File: config.mk
export PLATFORM = sky130hd
export DESIGN_NAME = fetch_line_seq
export DESIGN_NICKNAME = d
export VERILOG_FILES = /design/src/rtl/fls_pkg.sv /design/src/rtl/fls_clip.sv /design/src/rtl/fls_ctrl.sv /design/src/rtl/fls_slot.sv /design/src/rtl/fetch_line_seq.sv
export SDC_FILE = /design/constraint.sdc
export NUM_CORES = 1
export LEC_CHECK = 0
export ABC_AREA = 1
export ABC_CLOCK_PERIOD_IN_PS = 3150
export CAP_MARGIN = 10
export CORE_MARGIN = 2
export CORE_UTILIZATION = 35
export DETAILED_ROUTE_END_ITERATION = 12
export MAX_ROUTING_LAYER = met4
export PLACE_DENSITY = 0.61
export SYNTH_ARGS = -nofsm -noshare
export SYNTH_HDL_FRONTEND = slang
export SYNTH_SLANG_ARGS = --single-unit
export TNS_END_PERCENT = 50
File: constraint.sdc
create_clock -name clk -period 3.15 [get_ports clk]
set_input_delay 0.63 -clock clk [delete_from_list [all_inputs] [get_ports clk]]
set_output_delay 0.63 -clock clk [all_outputs]
set_load 0.02 [all_outputs]
File: src/rtl/fls_pkg.sv
package fls_pkg;
  typedef enum logic [1:0] {
    FS_HALTED  = 2'd0,
    FS_WAIT_PC = 2'd1,
    FS_RUNNING = 2'd2
  } fetch_state_e;

  typedef enum logic [1:0] {
    RSN_BRANCH   = 2'd0,
    RSN_HALT     = 2'd1,
    RSN_SUSPEND  = 2'd2,
    RSN_AWAIT_PC = 2'd3
  } redir_reason_e;
endpackage

File: src/rtl/fls_clip.sv
module fls_clip #(
  parameter int ADDR_W      = 32,
  parameter int SNAP_BYTES  = 16,
  parameter int WIDTH_BYTES = 8,
  parameter int LEN_W       = 5
) (
  input  logic [ADDR_W-1:0] addr,
  output logic [LEN_W-1:0]  len
);
  localparam int OFF_W = (SNAP_BYTES > 1) ? $clog2(SNAP_BYTES) : 1;

  logic [OFF_W-1:0] offset;
  logic [LEN_W-1:0] room;

  // Bytes left before the next snap boundary, then capped by the fetch width.
  always_comb begin
    offset = addr[OFF_W-1:0];
    room   = LEN_W'(SNAP_BYTES) - LEN_W'(offset);
    if (room > LEN_W'(WIDTH_BYTES)) len = LEN_W'(WIDTH_BYTES);
    else                            len = room;
  end
endmodule

File: src/rtl/fls_ctrl.sv
module fls_ctrl
  import fls_pkg::*;
#(
  parameter int ADDR_W = 32,
  parameter int SEQ_W  = 8,
  parameter int LSEQ_W = 16,
  parameter int LEN_W  = 5
) (
  input  logic              clk,
  input  logic              rst_n,
  input  logic              redir_valid,
  input  logic [1:0]        redir_reason,
  input  logic [ADDR_W-1:0] redir_target,
  input  logic [SEQ_W-1:0]  redir_stream,
  input  logic [SEQ_W-1:0]  redir_pred,
  input  logic              wake_valid,
  input  logic [ADDR_W-1:0] wake_pc,
  input  logic              issue,
  input  logic [LEN_W-1:0]  issue_len,
  output fetch_state_e      state,
  output logic [ADDR_W-1:0] fetch_pc,
  output logic [SEQ_W-1:0]  stream_tag,
  output logic [SEQ_W-1:0]  pred_tag,
  output logic [LSEQ_W-1:0] line_num
);
  fetch_state_e next_after_redir;

  always_comb begin
    unique case (redir_reason_e'(redir_reason))
      RSN_BRANCH:   next_after_redir = FS_RUNNING;
      RSN_HALT:     next_after_redir = FS_HALTED;
      RSN_SUSPEND:  next_after_redir = FS_HALTED;
      default:      next_after_redir = FS_WAIT_PC;
    endcase
  end

  always_ff @(posedge clk) begin
    if (!rst_n) begin
      state      <= FS_HALTED;
      fetch_pc   <= '0;
      stream_tag <= '0;
      pred_tag   <= '0;
    end else if (redir_valid) begin
      state      <= next_after_redir;
      fetch_pc   <= redir_target;
      stream_tag <= redir_stream;
      pred_tag   <= redir_pred;
    end else if (wake_valid && state == FS_HALTED) begin
      state    <= FS_RUNNING;
      fetch_pc <= wake_pc;
    end else if (issue) begin
      fetch_pc <= fetch_pc + ADDR_W'(issue_len);
    end
  end

  always_ff @(posedge clk) begin
    if (!rst_n)     line_num <= '0;
    else if (issue) line_num <= line_num + 1'b1;
  end

  // halt or suspend redirect leaves the sequencer halted
  a_r7_halt_on_stop: assert property (@(posedge clk) disable iff (!rst_n)
    (redir_valid && (redir_reason == 2'd1 || redir_reason == 2'd2)) |=> state == FS_HALTED);

  // only a redirect leaves the waiting-for-PC state
  a_r8_wait_pc_sticky: assert property (@(posedge clk) disable iff (!rst_n)
    (state == FS_WAIT_PC && !redir_valid) |=> state == FS_WAIT_PC);

  // the top asks for an issue only while running
  a_r11_issue_running: assert property (@(posedge clk) disable iff (!rst_n)
    issue |-> (state == FS_RUNNING && !redir_valid));

  // wake-up outside halted leaves the address alone
  a_r9_wake_ignored: assert property (@(posedge clk) disable iff (!rst_n)
    (wake_valid && !redir_valid && !issue && state != FS_HALTED) |=> $stable(fetch_pc));
endmodule

File: src/rtl/fls_slot.sv
module fls_slot #(
  parameter int ADDR_W      = 32,
  parameter int SEQ_W       = 8,
  parameter int LSEQ_W      = 16,
  parameter int LEN_W       = 5,
  parameter int SNAP_BYTES  = 16,
  parameter int WIDTH_BYTES = 8
) (
  input  logic              clk,
  input  logic              rst_n,
  input  logic              load,
  input  logic [ADDR_W-1:0] in_addr,
  input  logic [LEN_W-1:0]  in_len,
  input  logic [LSEQ_W-1:0] in_lseq,
  input  logic [SEQ_W-1:0]  in_stream,
  input  logic [SEQ_W-1:0]  in_pred,
  input  logic              ready,
  output logic              valid,
  output logic [ADDR_W-1:0] addr,
  output logic [LEN_W-1:0]  len,
  output logic [LSEQ_W-1:0] lseq,
  output logic [SEQ_W-1:0]  stream,
  output logic [SEQ_W-1:0]  pred
);
  localparam int OFF_W = (SNAP_BYTES > 1) ? $clog2(SNAP_BYTES) : 1;

  always_ff @(posedge clk) begin
    if (!rst_n)     valid <= 1'b0;
    else if (load)  valid <= 1'b1;
    else if (ready) valid <= 1'b0;
  end

  always_ff @(posedge clk) begin
    if (!rst_n) begin
      addr   <= '0;
      len    <= '0;
      lseq   <= '0;
      stream <= '0;
      pred   <= '0;
    end else if (load) begin
      addr   <= in_addr;
      len    <= in_len;
      lseq   <= in_lseq;
      stream <= in_stream;
      pred   <= in_pred;
    end
  end

  // Observer of accepted line numbers for the step check.
  logic              seen_any;
  logic [LSEQ_W-1:0] last_lseq;
  always_ff @(posedge clk) begin
    if (!rst_n) begin
      seen_any  <= 1'b0;
      last_lseq <= '0;
    end else if (valid && ready) begin
      seen_any  <= 1'b1;
      last_lseq <= lseq;
    end
  end

  // a stalled request keeps its payload
  a_r12_hold_stalled: assert property (@(posedge clk) disable iff (!rst_n)
    (valid && !ready) |=> (valid && $stable(addr) && $stable(len) && $stable(lseq)
                           && $stable(stream) && $stable(pred)));

  // the request ends at or before the snap boundary
  a_r2_no_cross: assert property (@(posedge clk) disable iff (!rst_n)
    valid |-> ((LEN_W + 1)'(addr[OFF_W-1:0]) + (LEN_W + 1)'(len)) <= (LEN_W + 1)'(SNAP_BYTES));

  // width cap and nonzero length
  a_r3_width_cap: assert property (@(posedge clk) disable iff (!rst_n)
    valid |-> (len != '0 && len <= LEN_W'(WIDTH_BYTES)));

  // consecutive accepted requests are numbered one apart
  a_r10_lseq_step: assert property (@(posedge clk) disable iff (!rst_n)
    (valid && ready && seen_any) |-> lseq == last_lseq + 1'b1);
endmodule

File: src/rtl/fetch_line_seq.sv
module fetch_line_seq
  import fls_pkg::*;
#(
  parameter int ADDR_W      = 32,
  parameter int SNAP_BYTES  = 16,
  parameter int WIDTH_BYTES = 8,
  parameter int SEQ_W       = 8,
  parameter int LSEQ_W      = 16,
  localparam int MAX_LEN    = (SNAP_BYTES > WIDTH_BYTES) ? SNAP_BYTES : WIDTH_BYTES,
  localparam int LEN_W      = $clog2(MAX_LEN + 1)
) (
  input  logic              clk,
  input  logic              rst_n,
  input  logic              redir_valid,
  input  logic [1:0]        redir_reason,
  input  logic [ADDR_W-1:0] redir_target,
  input  logic [SEQ_W-1:0]  redir_stream,
  input  logic [SEQ_W-1:0]  redir_pred,
  input  logic              wake_valid,
  input  logic [ADDR_W-1:0] wake_pc,
  input  logic              issue_credit,
  output logic              req_valid,
  input  logic              req_ready,
  output logic [ADDR_W-1:0] req_addr,
  output logic [LEN_W-1:0]  req_len,
  output logic [LSEQ_W-1:0] req_lseq,
  output logic [SEQ_W-1:0]  req_stream,
  output logic [SEQ_W-1:0]  req_pred,
  output logic [1:0]        fetch_state
);
  fetch_state_e      state;
  logic [ADDR_W-1:0] fetch_pc;
  logic [SEQ_W-1:0]  stream_tag;
  logic [SEQ_W-1:0]  pred_tag;
  logic [LSEQ_W-1:0] line_num;
  logic [LEN_W-1:0]  clip_len;
  logic              issue;

  assign issue = (state == FS_RUNNING) && issue_credit && !redir_valid
                 && (!req_valid || req_ready);
  assign fetch_state = state;

  fls_clip #(
    .ADDR_W(ADDR_W), .SNAP_BYTES(SNAP_BYTES), .WIDTH_BYTES(WIDTH_BYTES), .LEN_W(LEN_W)
  ) clip_i (
    .addr(fetch_pc),
    .len (clip_len)
  );

  fls_ctrl #(
    .ADDR_W(ADDR_W), .SEQ_W(SEQ_W), .LSEQ_W(LSEQ_W), .LEN_W(LEN_W)
  ) ctrl_i (
    .clk         (clk),
    .rst_n       (rst_n),
    .redir_valid (redir_valid),
    .redir_reason(redir_reason),
    .redir_target(redir_target),
    .redir_stream(redir_stream),
    .redir_pred  (redir_pred),
    .wake_valid  (wake_valid),
    .wake_pc     (wake_pc),
    .issue       (issue),
    .issue_len   (clip_len),
    .state       (state),
    .fetch_pc    (fetch_pc),
    .stream_tag  (stream_tag),
    .pred_tag    (pred_tag),
    .line_num    (line_num)
  );

  fls_slot #(
    .ADDR_W(ADDR_W), .SEQ_W(SEQ_W), .LSEQ_W(LSEQ_W), .LEN_W(LEN_W),
    .SNAP_BYTES(SNAP_BYTES), .WIDTH_BYTES(WIDTH_BYTES)
  ) slot_i (
    .clk      (clk),
    .rst_n    (rst_n),
    .load     (issue),
    .in_addr  (fetch_pc),
    .in_len   (clip_len),
    .in_lseq  (line_num),
    .in_stream(stream_tag),
    .in_pred  (pred_tag),
    .ready    (req_ready),
    .valid    (req_valid),
    .addr     (req_addr),
    .len      (req_len),
    .lseq     (req_lseq),
    .stream   (req_stream),
    .pred     (req_pred)
  );

  // no new request appears unless the sequencer was running with credit
  a_r11_form_needs_credit: assert property (@(posedge clk) disable iff (!rst_n)
    (!req_valid && !(state == FS_RUNNING && issue_credit)) |=> !req_valid);

  // back-to-back issues without redirect or wake are contiguous
  a_r5_contiguous: assert property (@(posedge clk) disable iff (!rst_n)
    (issue && $past(issue) && !$past(redir_valid) && !$past(wake_valid))
      |-> fetch_pc == $past(fetch_pc) + ADDR_W'($past(clip_len)));
endmodule

==> run_results.csv, run 1 <==
group,metric,value,unit
synthesis,netlist.area_leader.share,0.415,
pwr,power.density,510,nW/um2
setup_path,startpoint,"ctrl_i.fetch_pc[0]$_SDFFE_PN0P_",
setup_path,rrSetupSlack,0.47,ns
setup_path,path_class,"reg2reg",
floorplan,fp.dieH,141,um
synthesis,netlist_instances,973,
setup_path,critical-path-top-delay-family,"simple AND/OR/NAND/NOR gates",
global_route,grt_max_degree,64,
final_layout,final_nets,1205,
synthesis,synthArstFlopShare,0,
sta,fin_crit,2.68,ns
setup_path,r2r_end,"ctrl_i.fetch_pc[11]$_SDFFE_PN0P_",
setup_path,path_cells,"inv_1, ha_1, nand3_2, nand3_1, o21ai_0, nand2_1, inv_1, ha_1, nand2_4, nand2_4, nand4_1, nand2_1, o21ai_0, nor2_1, o21ai_0, a21oi_1",
pwr,p_comb_frac,0.140,
detailed_routing,wl,20000,um
global_route,grt_antenna_before_repair,0,
global_route,overflow,0,
detailed_routing,drt_pass1_iterations,5,
floorplan,io_pins,160,
setup_path,end_kind,"register",
final_layout,final_cell_area,8950,um2
pwr,seqPwrFrac,0.408,
synthesis,synthTopCellsByArea,"dfxtp_1 42%, nand2_1 14%, a21oi_1 9.2%, nor2_1 7.4%, o21ai_0 5.3%",
setup_path,r2r-start,"ctrl_i.fetch_pc[0]$_SDFFE_PN0P_",
min_path,hold_path_class,"reg2reg",
setup_path,timing.critical_path.depth,16,
setup_path,slowest_stage,"dfxtp_1",
synthesis,synthFlopType,"dfxtp_1",
pwr,power.internal,3.35,mW
pwr,p_leak,3.49,nW
sta,final_hold_viol_count,0,
synthesis,synth_seq_cells,136,
detailed_routing,num_vias,6686,
sta,worstMarginPinSlew,0.615,ns
detailed_routing,drc,0,
synthesis,synth.yosys.seq_area_share,0.415,
clock_tree,max-clock-path-buffers,2,
detailed_routing,vias_per_cell,4.92,
detailed_routing,antenna_left,0,
synthesis,synthDistinctLibCells,38,
clock_tree,cts.repair.resized,0,
synthesis,yosys.area.top_type,"dfxtp_1",
pwr,p_clk_frac,0.452,
setup_path,crit_path_end,"ctrl_i.fetch_pc[11]$_SDFFE_PN0P_",
clock_tree,clk_pin_slew_worst_paths,0.06,ns
setup_path,cp_data_required_time,3.43,ns
floorplan,core,18500,um2
clock_tree,root_buffer,"clkbuf_16",
placement,dpl.hpwl,14300,um
sta,slew_headroom,0.590,
final_layout,diodes,0,
setup_path,path_buf_inv,2,
run_status,status,"complete, no violations",
sta,setup-tns-final,0,ns
placement,dpl_cell_area,8340,um2
synthesis,synthTopCellsByCount,"250 x nand2_1, 136 x dfxtp_1, 130 x nor2_1, 120 x a21oi_1, 69 x o21ai_0",
job,drv_cap,0,
clock_tree,h-tree-depth,4,
pwr,peakVddDrop,354,uV
final_layout,drive_gt1_frac,0.0746,
setup_path,crit_path_start_kind,"register",
sta,timing.fmax,0.373,GHz
clock_tree,cts_buffers,17,
placement,routabilityCongestion,0.917,
clock_tree,cts_tree,"built",
synthesis,synth_fp_nets,1065,
floorplan,start_util,0.354,
detailed_routing,drtIter0Drc,429,
synthesis,yosys.cell_count.top_type,"nand2_1",
global_route,grt_use_total,0.210,
sta,fin_crit_sh,0.850,
pwr,switchingPower,1.22,mW
detailed_routing,wl_per_cell,14.7,um
clock_tree,cts_hold_buf,0,
final_layout,area_growth,36.6,%
setup_path,max_stage_delay,0.41,ns
synthesis,syn-mean-instance-area,6.74,um2
placement,port_buffers,159,
global_route,grt_pass1_vias,6194,
setup_path,path_max_fanout,6,
sta,setup_viol,0,
clock_tree,clock-sinks,136,
floorplan,die_area,19800,um2
pwr,swShare,0.267,
sta,rsz0062_at_grt,"false",
setup_path,arrival,2.96,ns
sta,slew_viol_final,0,
clock_tree,clk_latency,0.42,ns
clock_tree,postCtsSetupBuffers,0,
synthesis,synth_edf_count,0,
floorplan,rows,50,
setup_path,r2r_cells,16,
synthesis,syn-cell-area,6560,um2
setup_path,crit_path_frequent_cell,"o21ai_0",
global_route,grt_pass1_wl,32200,um
synthesis,yosys_warnings,0,
pwr,finalPower,4.57,mW
sta,fin_skew,0.00625,ns
floorplan,fp.dieW,141,um
registers in the layout, summed over array words and instances (netlist names):
name,cells
ctrl_i.fetch_pc,32
slot_i.addr,32
ctrl_i.line_num,16
slot_i.lseq,16
ctrl_i.pred_tag,8
ctrl_i.stream_tag,8
slot_i.pred,8
slot_i.stream,8
slot_i.len,5
ctrl_i.state,2
slot_i.valid,1
power by group through the flow:
stage | clock network (mW) | registers, mW | logic, mW
6_report | 2.06 | 1.87 | 0.640
5_1_grt | 2.18 | 1.88 | 0.713
4_1_cts | 2.10 | 1.86 | 0.642
3_5_place_dp | 0 | 1.90 | 0.639
3_3_place_gp | 0 | 1.90 | 0.634
2_1_floorplan | 0 | 1.91 | 0.356
through the flow:
stage	hold slack (ns)	worst slack, ns	util	instances
after floorplan	0.436	0.896	-	973
after global placement	0.443	0.527	0.450	1328
after detailed placement	0.449	0.476	0.450	1328
after CTS	0.458	0.454	0.484	1360
after global routing	0.466	0.241	0.484	1360
final	0.454	0.471	0.484	1360
cells by family after synthesis:
logic type / after synthesis / share of synthesized area
simple gates: 493 / 0.324
compound gates: 207 / 0.164
flops: 136 / 0.415
buf+inv: 124 / 0.0777
xor+xnor: 8 / 0.0107
fa+ha+maj: 4 / 0.00764
other cells: 1 / 0.000572
cell usage in the layout (no fill, tap or decap), types with 5 or more instances in the layout:
master and count:
inv_2 8, a21oi_1 120, inv_1 63, nor2_1 130, nand3_1 45, clkbuf_16 17
nand2_2 11, nand2_4 5, o21ai_0 69, nor3_1 15, clkdlybuf4s50_1 158, o21ai_1 6
nand4_1 20, nand2_1 250, o211ai_1 5, xor2_1 5, buf_4 12, dfxtp_1 136
per-layer routing:
layer	global-route usage	vias to the layer above	wire (um)
met5	-	-	0
met4	0.0653	0	376
met3	0.0380	23	798
met2	0.313	182	8880
met1	0.290	3027	9920
li1	-	3454	-
worst min-delay path by stage:
| stage | start | to | slack (ns) | cells after the start |
|---|---|---|---|---|
| final | ctrl_i.pred_tag[4]$_SDFFE_PN0P_ | slot_i.pred[4]$_SDFFE_PN0P_ | 0.45 | 2 |
| after global routing | ctrl_i.pred_tag[4]$_SDFFE_PN0P_ | slot_i.pred[4]$_SDFFE_PN0P_ | 0.47 | 2 |
| after CTS | ctrl_i.pred_tag[4]$_SDFFE_PN0P_ | slot_i.pred[4]$_SDFFE_PN0P_ | 0.46 | 2 |
| after detailed placement | slot_i.len[4]$_SDFFE_PN0P_ | slot_i.len[4]$_SDFFE_PN0P_ | 0.45 | 2 |
| after global placement | ctrl_i.pred_tag[1]$_SDFFE_PN0P_ | slot_i.pred[1]$_SDFFE_PN0P_ | 0.44 | 2 |
| after floorplan | ctrl_i.pred_tag[7]$_SDFFE_PN0P_ | slot_i.pred[7]$_SDFFE_PN0P_ | 0.44 | 2 |
worst register-to-register path: cells and delay by family (launching register included):
kind | cells | cell delay (ns)
fa+ha+maj | 2 | 0.49
buf+inv | 2 | 0.16
flops | 1 | 0.41
simple gates | 8 | 0.86
compound gates | 4 | 0.60
layout make-up:
class | instances | area (um2)
clock buffers | 19 | 443
clock inverters | 13 | 169
well taps | 234 | 293
fillers | 1909 | 9560
multi-input cells | 713 | 3320
inverters | 71 | 267
repair buffers | 174 | 1740
flip-flops and latches | 136 | 2720
Power figures use the tool's default switching activity.
==> run 2, diff against run 1 <==
Settings changed: ABC_AREA 1 to 0.
==> run_results.csv, run 2 <==
group,metric,value,unit
floorplan,fp.dieW,140,um
synthesis,synthFlopType,"dfxtp_1",
placement,routabilityCongestion,0.897,
pwr,peakVddDrop,381,uV
setup_path,max_stage_delay,0.48,ns
setup_path,path_max_fanout,17,
pwr,finalPower,4.49,mW
sta,final_hold_viol_count,0,
detailed_routing,num_vias,6538,
sta,rsz0062_at_grt,"false",
sta,worstMarginPinSlew,0.667,ns
final_layout,area_growth,38.5,%
setup_path,slowest_stage,"dfxtp_1",
global_route,grt_antenna_before_repair,2,
clock_tree,cts_tree,"built",
setup_path,r2r-start,"ctrl_i.fetch_pc[0]$_SDFFE_PN0P_",
sta,setup-tns-final,0,ns
global_route,grt_max_degree,74,
sta,timing.fmax,0.356,GHz
synthesis,synthDistinctLibCells,69,
sta,slew_headroom,0.554,
floorplan,fp.dieH,140,um
clock_tree,postCtsSetupBuffers,0,
floorplan,rows,49,
synthesis,yosys.cell_count.top_type,"nand2_1",
synthesis,syn-cell-area,6490,um2
sta,fin_crit_sh,0.892,
detailed_routing,drtIter0Drc,462,
synthesis,syn-mean-instance-area,7.84,um2
synthesis,synth.yosys.seq_area_share,0.419,
detailed_routing,wl,20800,um
min_path,hold_depth,2,
clock_tree,clk_pin_slew_worst_paths,0.06,ns
final_layout,fillerInstances,1765,
floorplan,die_area,19700,um2
detailed_routing,drc,0,
clock_tree,root_buffer,"clkbuf_16",
placement,dpl.hpwl,14600,um
setup_path,r2r_cells,11,
pwr,power.density,499,nW/um2
run_status,status,"complete, no violations",
clock_tree,max-clock-path-buffers,2,
sta,fin_skew,0.00610,ns
min_path,hold_path_class,"reg2reg",
setup_path,startpoint,"ctrl_i.fetch_pc[0]$_SDFFE_PN0P_",
sta,slew_viol_final,0,
floorplan,start_util,0.359,
clock_tree,cts_buffers,17,
synthesis,yosys.area.top_type,"dfxtp_1",
synthesis,synthTopCellsByCount,"195 x nand2_1, 136 x dfxtp_1, 97 x a21oi_1, 56 x nor2_1, 35 x clkbuf_1",
synthesis,synthTopCellsByArea,"dfxtp_1 42%, nand2_1 11%, a21oi_1 7.5%, nor2_1 3.2%, mux2i_1 2.6%",
detailed_routing,wl_per_cell,17.1,um
floorplan,io_pins,160,
global_route,grt_use_total,0.217,
synthesis,synth_edf_count,0,
clock_tree,h-tree-depth,4,
setup_path,rrSetupSlack,0.34,ns
synthesis,yosys_warnings,0,
synthesis,netlist_instances,828,
setup_path,path_cells,"inv_1, ha_1, xor2_1, nor2_1, ha_1, a2111oi_4, buf_4, nor3_1, buf_4, a311o_1, o311ai_1",
detailed_routing,vias_per_cell,5.35,
placement,port_buffers,159,
detailed_routing,antenna_left,0,
synthesis,synth_seq_cells,136,
global_route,grt_pass1_vias,6134,
sta,fin_crit,2.81,ns
detailed_routing,drt_pass1_iterations,5,
global_route,overflow,0,
clock_tree,clock-sinks,136,
final_layout,drive_gt1_frac,0.0747,
setup_path,end_kind,"register",
job,drv_cap,0,
floorplan,core,18100,um2
min_path,holdPathEnd,"slot_i.pred[5]$_SDFFE_PN0P_",
final_layout,fin_util,0.497,
sta,setup_viol,0,
pwr,p_leak,3.16,nW
final_layout,final_common_cell,"nand2_1",
clock_tree,cts.repair.resized,0,
synthesis,netlist.area_leader.share,0.419,
final_layout,mostFrequentLayoutCells,"194 x nand2_1, 158 x clkdlybuf4s50_1, 136 x dfxtp_1, 97 x a21oi_1, 55 x nor2_1",
synthesis,synth_fp_nets,920,
setup_path,r2r_end,"ctrl_i.fetch_pc[26]$_SDFFE_PN0P_",
setup_path,path_class,"reg2reg",
setup_path,arrival,3.14,ns
final_layout,final_nets,1069,
setup_path,cp_data_required_time,3.48,ns
final_layout,top_regs,"ctrl_i.fetch_pc x32, slot_i.addr x32",
setup_path,crit_path_start_kind,"register",
clock_tree,cts_hold_buf,0,
clock_tree,clk_latency,0.42,ns
min_path,hold_start,"ctrl_i.pred_tag[5]$_SDFFE_PN0P_",
global_route,grt_pass1_wl,32800,um
synthesis,synthArstFlopShare,0,
## run 2: cell count changes after synthesis, sizes merged, moves of 10 or more
cell    previous run  this run
clkbuf            25        35
nor2             134        56
nand2            266       195
o211ai             5        18
mux2i              0        17
o21ai             75        25
inv               71        12
nand3             47        26
a21oi            123        97
## run 2: worst max-delay path by stage
stage	endpoint	slack, ns
after global placement	ctrl_i.fetch_pc[26]$_SDFFE_PN0P_	0.43
after detailed placement	ctrl_i.fetch_pc[26]$_SDFFE_PN0P_	0.40
after CTS	ctrl_i.fetch_pc[26]$_SDFFE_PN0P_	0.36
after floorplan	ctrl_i.fetch_pc[16]$_SDFFE_PN0P_	0.55
final	ctrl_i.fetch_pc[26]$_SDFFE_PN0P_	0.34
after global routing	ctrl_i.fetch_pc[16]$_SDFFE_PN0P_	0.12
## run 2: cells by family (layout without fill, tap and decap cells)
logic type | Yosys count | in the layout | share of synthesized area
other cells | 1 | 3 | 0.000577
simple gates | 369 | 369 | 0.264
fa+ha+maj | 4 | 4 | 0.00771
compound gates | 207 | 207 | 0.207
mux | 19 | 19 | 0.0297
flops | 136 | 136 | 0.419
buf+inv | 73 | 235 | 0.0466
xor+xnor | 19 | 19 | 0.0256
## run 2: cell type report
| type | count | area, um2 | share of cell area |
|---|---|---|---|
| antenna | 2 | 5.00 | 0.000556 |
| clock buffer | 20 | 447 | 0.0497 |
| clock inverter | 12 | 141 | 0.0157 |
| inverter | 13 | 50.0 | 0.00556 |
| multi-input combinational | 619 | 3480 | 0.387 |
| sequential | 136 | 2720 | 0.303 |
| tap | 229 | 287 | 0.0319 |
| timing repair buffer | 190 | 1860 | 0.206 |
## run 2: metal layers
metal  up-vias  global-route usage  share of wire
li1       3246                   -              -
met1      3063               0.275           0.46
met2       198               0.336           0.46
met3        31              0.0615          0.066
met4         0              0.0670          0.017
met5         -                   -              0
## run 2: power by group
group          leakage [nW]  internal (mW)  switching (mW)  total (mW)
clock                 0.282           1.20           0.801        2.00
combinational          1.77          0.290           0.340       0.630
sequential             1.11           1.78          0.0801        1.86
## run 2: metrics by stage
stage | setup WS [ns] | std cells | instance area [um2] | hold WS (ns)
2_1_floorplan | 0.553 | 828 | 6490 | 0.431
3_3_place_gp | 0.430 | 1187 | 8400 | 0.438
3_5_place_dp | 0.397 | 1187 | 8400 | 0.444
4_1_cts | 0.362 | 1219 | 8990 | 0.452
5_1_grt | 0.123 | 1221 | 8990 | 0.467
6_report | 0.339 | 1221 | 8990 | 0.448
## run 2: critical path, delay by kind of cell (launching register included)
family                   cells  cell delay [ns]
AO/OA/AOI/OAI                3             0.71
XOR/XNOR                     1             0.15
flip-flops                   1             0.48
AND/OR/NAND/NOR              2             0.27
buffers and inverters        3             0.55
adder cells (fa/ha/maj)      2             0.55
==> run 3, diff against run 2 <==
Settings changed: CTS_BUF_LIST set to sky130_fd_sc_hd__clkbuf_16.
==> run_results.csv, run 3 (synthesis gave the netlist of run 2 again) <==
group,metric,value,unit
global_route,use_met1,0.275,
pwr,p_clk_frac,0.441,
clock_tree,clk_latency,0.42,ns
setup_path,slowest_stage,"dfxtp_1",
global_route,gr-usage-met3,0.0615,
pwr,peakVddDrop,381,uV
floorplan,rows,49,
floorplan,start_util,0.359,
sta,timing.final.ws_setup,0.316,ns
final_layout,final_cell_count_no_fill,1221,
global_route,grt_use_total,0.217,
setup_path,path_cells,"inv_1, ha_1, xor2_1, nor2_1, ha_1, a2111oi_4, buf_4, nor3_1, buf_4, a311o_1, o311ai_1",
setup_path,max_stage_delay,0.48,ns
floorplan,die_area,19700,um2
global_route,overflow,0,
placement,dpl.hpwl,14600,um
global_route,grt_pass1_wl,32800,um
clock_tree,clk_pin_slew_worst_paths,0.06,ns
run_status,status,"complete, no violations",
clock_tree,h-tree-depth,4,
setup_path,path_max_fanout,17,
final_layout,final_nets,1069,
setup_path,r2r-start,"ctrl_i.fetch_pc[0]$_SDFFE_PN0P_",
placement,dp.cells,1187,
placement,pre_cts_ws,0.397,ns
sta,fin_crit,2.83,ns
global_route,grt_antenna_before_repair,2,
pwr,p_leak,3.16,nW
setup_path,startpoint,"ctrl_i.fetch_pc[0]$_SDFFE_PN0P_",
clock_tree,cts_buffers,17,
pwr,seqPwrFrac,0.418,
clock_tree,root_buffer,"clkbuf_16",
setup_path,crit_path_start_kind,"register",
detailed_routing,wl_per_cell,17.1,um
sta,setup_viol,0,
sta,slew_headroom,0.557,
clock_tree,cts.repair.resized,0,
setup_path,cp_data_required_time,3.47,ns
final_layout,seq_area,2720,um2
setup_path,r2r_end,"ctrl_i.fetch_pc[26]$_SDFFE_PN0P_",
final_layout,fillerInstances,1766,
pwr,power.density,497,nW/um2
setup_path,arrival,3.15,ns
sta,slew_viol_final,0,
floorplan,fp.dieH,140,um
final_layout,mostFrequentLayoutCells,"194 x nand2_1, 158 x clkdlybuf4s50_1, 136 x dfxtp_1, 97 x a21oi_1, 55 x nor2_1",
final_layout,drive_gt1_frac,0.0737,
floorplan,core,18100,um2
sta,final_hold_viol_count,0,
clock_tree,cts_tree,"built",
job,drv_cap,0,
placement,port_buffers,159,
placement,routabilityCongestion,0.897,
sta,worstMarginPinSlew,0.662,ns
detailed_routing,vias_per_cell,5.35,
clock_tree,clock-sinks,136,
sta,rsz0062_at_grt,"false",
sta,fin_worst_hold_slack,0.448,ns
setup_path,path_class,"reg2reg",
pwr,switchingPower,1.22,mW
clock_tree,max-clock-path-buffers,2,
pwr,p_comb_frac,0.141,
final_layout,final_common_cell,"nand2_1",
final_layout,multi_input_area,3480,um2
sta,timing.fmax,0.353,GHz
detailed_routing,antenna_left,0,
setup_path,end_kind,"register",
detailed_routing,drtIter0Drc,461,
global_route,grt_max_degree,74,
global_route,grt_pass1_vias,6134,
pwr,power.internal,3.24,mW
detailed_routing,num_vias,6529,
floorplan,io_pins,160,
global_route,grt_use_met2,0.336,
pwr,swShare,0.274,
final_layout,top_regs,"ctrl_i.fetch_pc x32, slot_i.addr x32",
detailed_routing,drt_pass1_iterations,5,
clock_tree,postCtsSetupBuffers,0,
final_layout,area_growth,38.3,%
min_path,hold_path_class,"reg2reg",
sta,fin_skew,0.00594,ns
global_route,grt.busiest_layer,"met2",
sta,setup-tns-final,0,ns
detailed_routing,drc,0,
setup_path,crit_path_end,"ctrl_i.fetch_pc[26]$_SDFFE_PN0P_",
clock_tree,cts_hold_buf,0,
setup_path,r2r_cells,11,
detailed_routing,wl,20800,um
sta,fin_crit_sh,0.900,
floorplan,fp.dieW,140,um
setup_path,rrSetupSlack,0.32,ns
run 3: how the worst min path moves through the flow:
stage                                    startpoint                           to  slack, ns  depth (start not counted)
finish              ctrl_i.pred_tag[5]$_SDFFE_PN0P_  slot_i.pred[5]$_SDFFE_PN0P_       0.45                          2
global route            slot_i.addr[7]$_SDFFE_PN0P_  slot_i.addr[7]$_SDFFE_PN0P_       0.47                          2
CTS                 ctrl_i.pred_tag[5]$_SDFFE_PN0P_  slot_i.pred[5]$_SDFFE_PN0P_       0.45                          2
detailed placement  ctrl_i.pred_tag[5]$_SDFFE_PN0P_  slot_i.pred[5]$_SDFFE_PN0P_       0.44                          2
global placement    ctrl_i.pred_tag[3]$_SDFFE_PN0P_  slot_i.pred[3]$_SDFFE_PN0P_       0.44                          2
floorplan           ctrl_i.pred_tag[0]$_SDFFE_PN0P_  slot_i.pred[0]$_SDFFE_PN0P_       0.43                          2
run 3: cell type report:
type | instances | area share
Clock inverter | 15 | 0.0170
Sequential cell | 136 | 0.303
Inverter | 13 | 0.00557
Antenna cell | 2 | 0.000557
Multi-Input combinational cell | 619 | 0.388
Timing Repair Buffer | 190 | 0.207
Clock buffer | 17 | 0.0474
Tap cell | 229 | 0.0319
run 3: power groups by stage:
stage,combinational [mW],clock [mW],sequential [mW]
CTS,0.630,2.01,1.86
floorplan,0.366,0,1.88
global placement,0.625,0,1.90
finish,0.630,1.97,1.86
detailed placement,0.626,0,1.90
global route,0.688,2.08,1.87
run 3: stage by stage:
step                      power, mW   util  instance area [um2]
after global placement         2.52  0.464                 8400
after CTS                      4.50  0.496                 8980
final                          4.46  0.497                 8980
after detailed placement       2.52  0.464                 8400
after global routing           4.65  0.497                 8980
after floorplan                2.25      -                 6490
run 3: layer usage:
| metal | part of all wire | vias to the layer above |
|---|---|---|
| li1 | - | 3247 |
| met1 | 0.46 | 3055 |
| met2 | 0.46 | 196 |
| met3 | 0.067 | 31 |
| met4 | 0.017 | 0 |
| met5 | 0 | - |
run 3: worst max-delay path, delay by kind of cell (launching register included):
kind	cells	cell delay, ns
xor+xnor	1	0.15
flops	1	0.48
fa+ha+maj	2	0.55
buf+inv	3	0.55
simple gates	2	0.27
compound gates	3	0.72
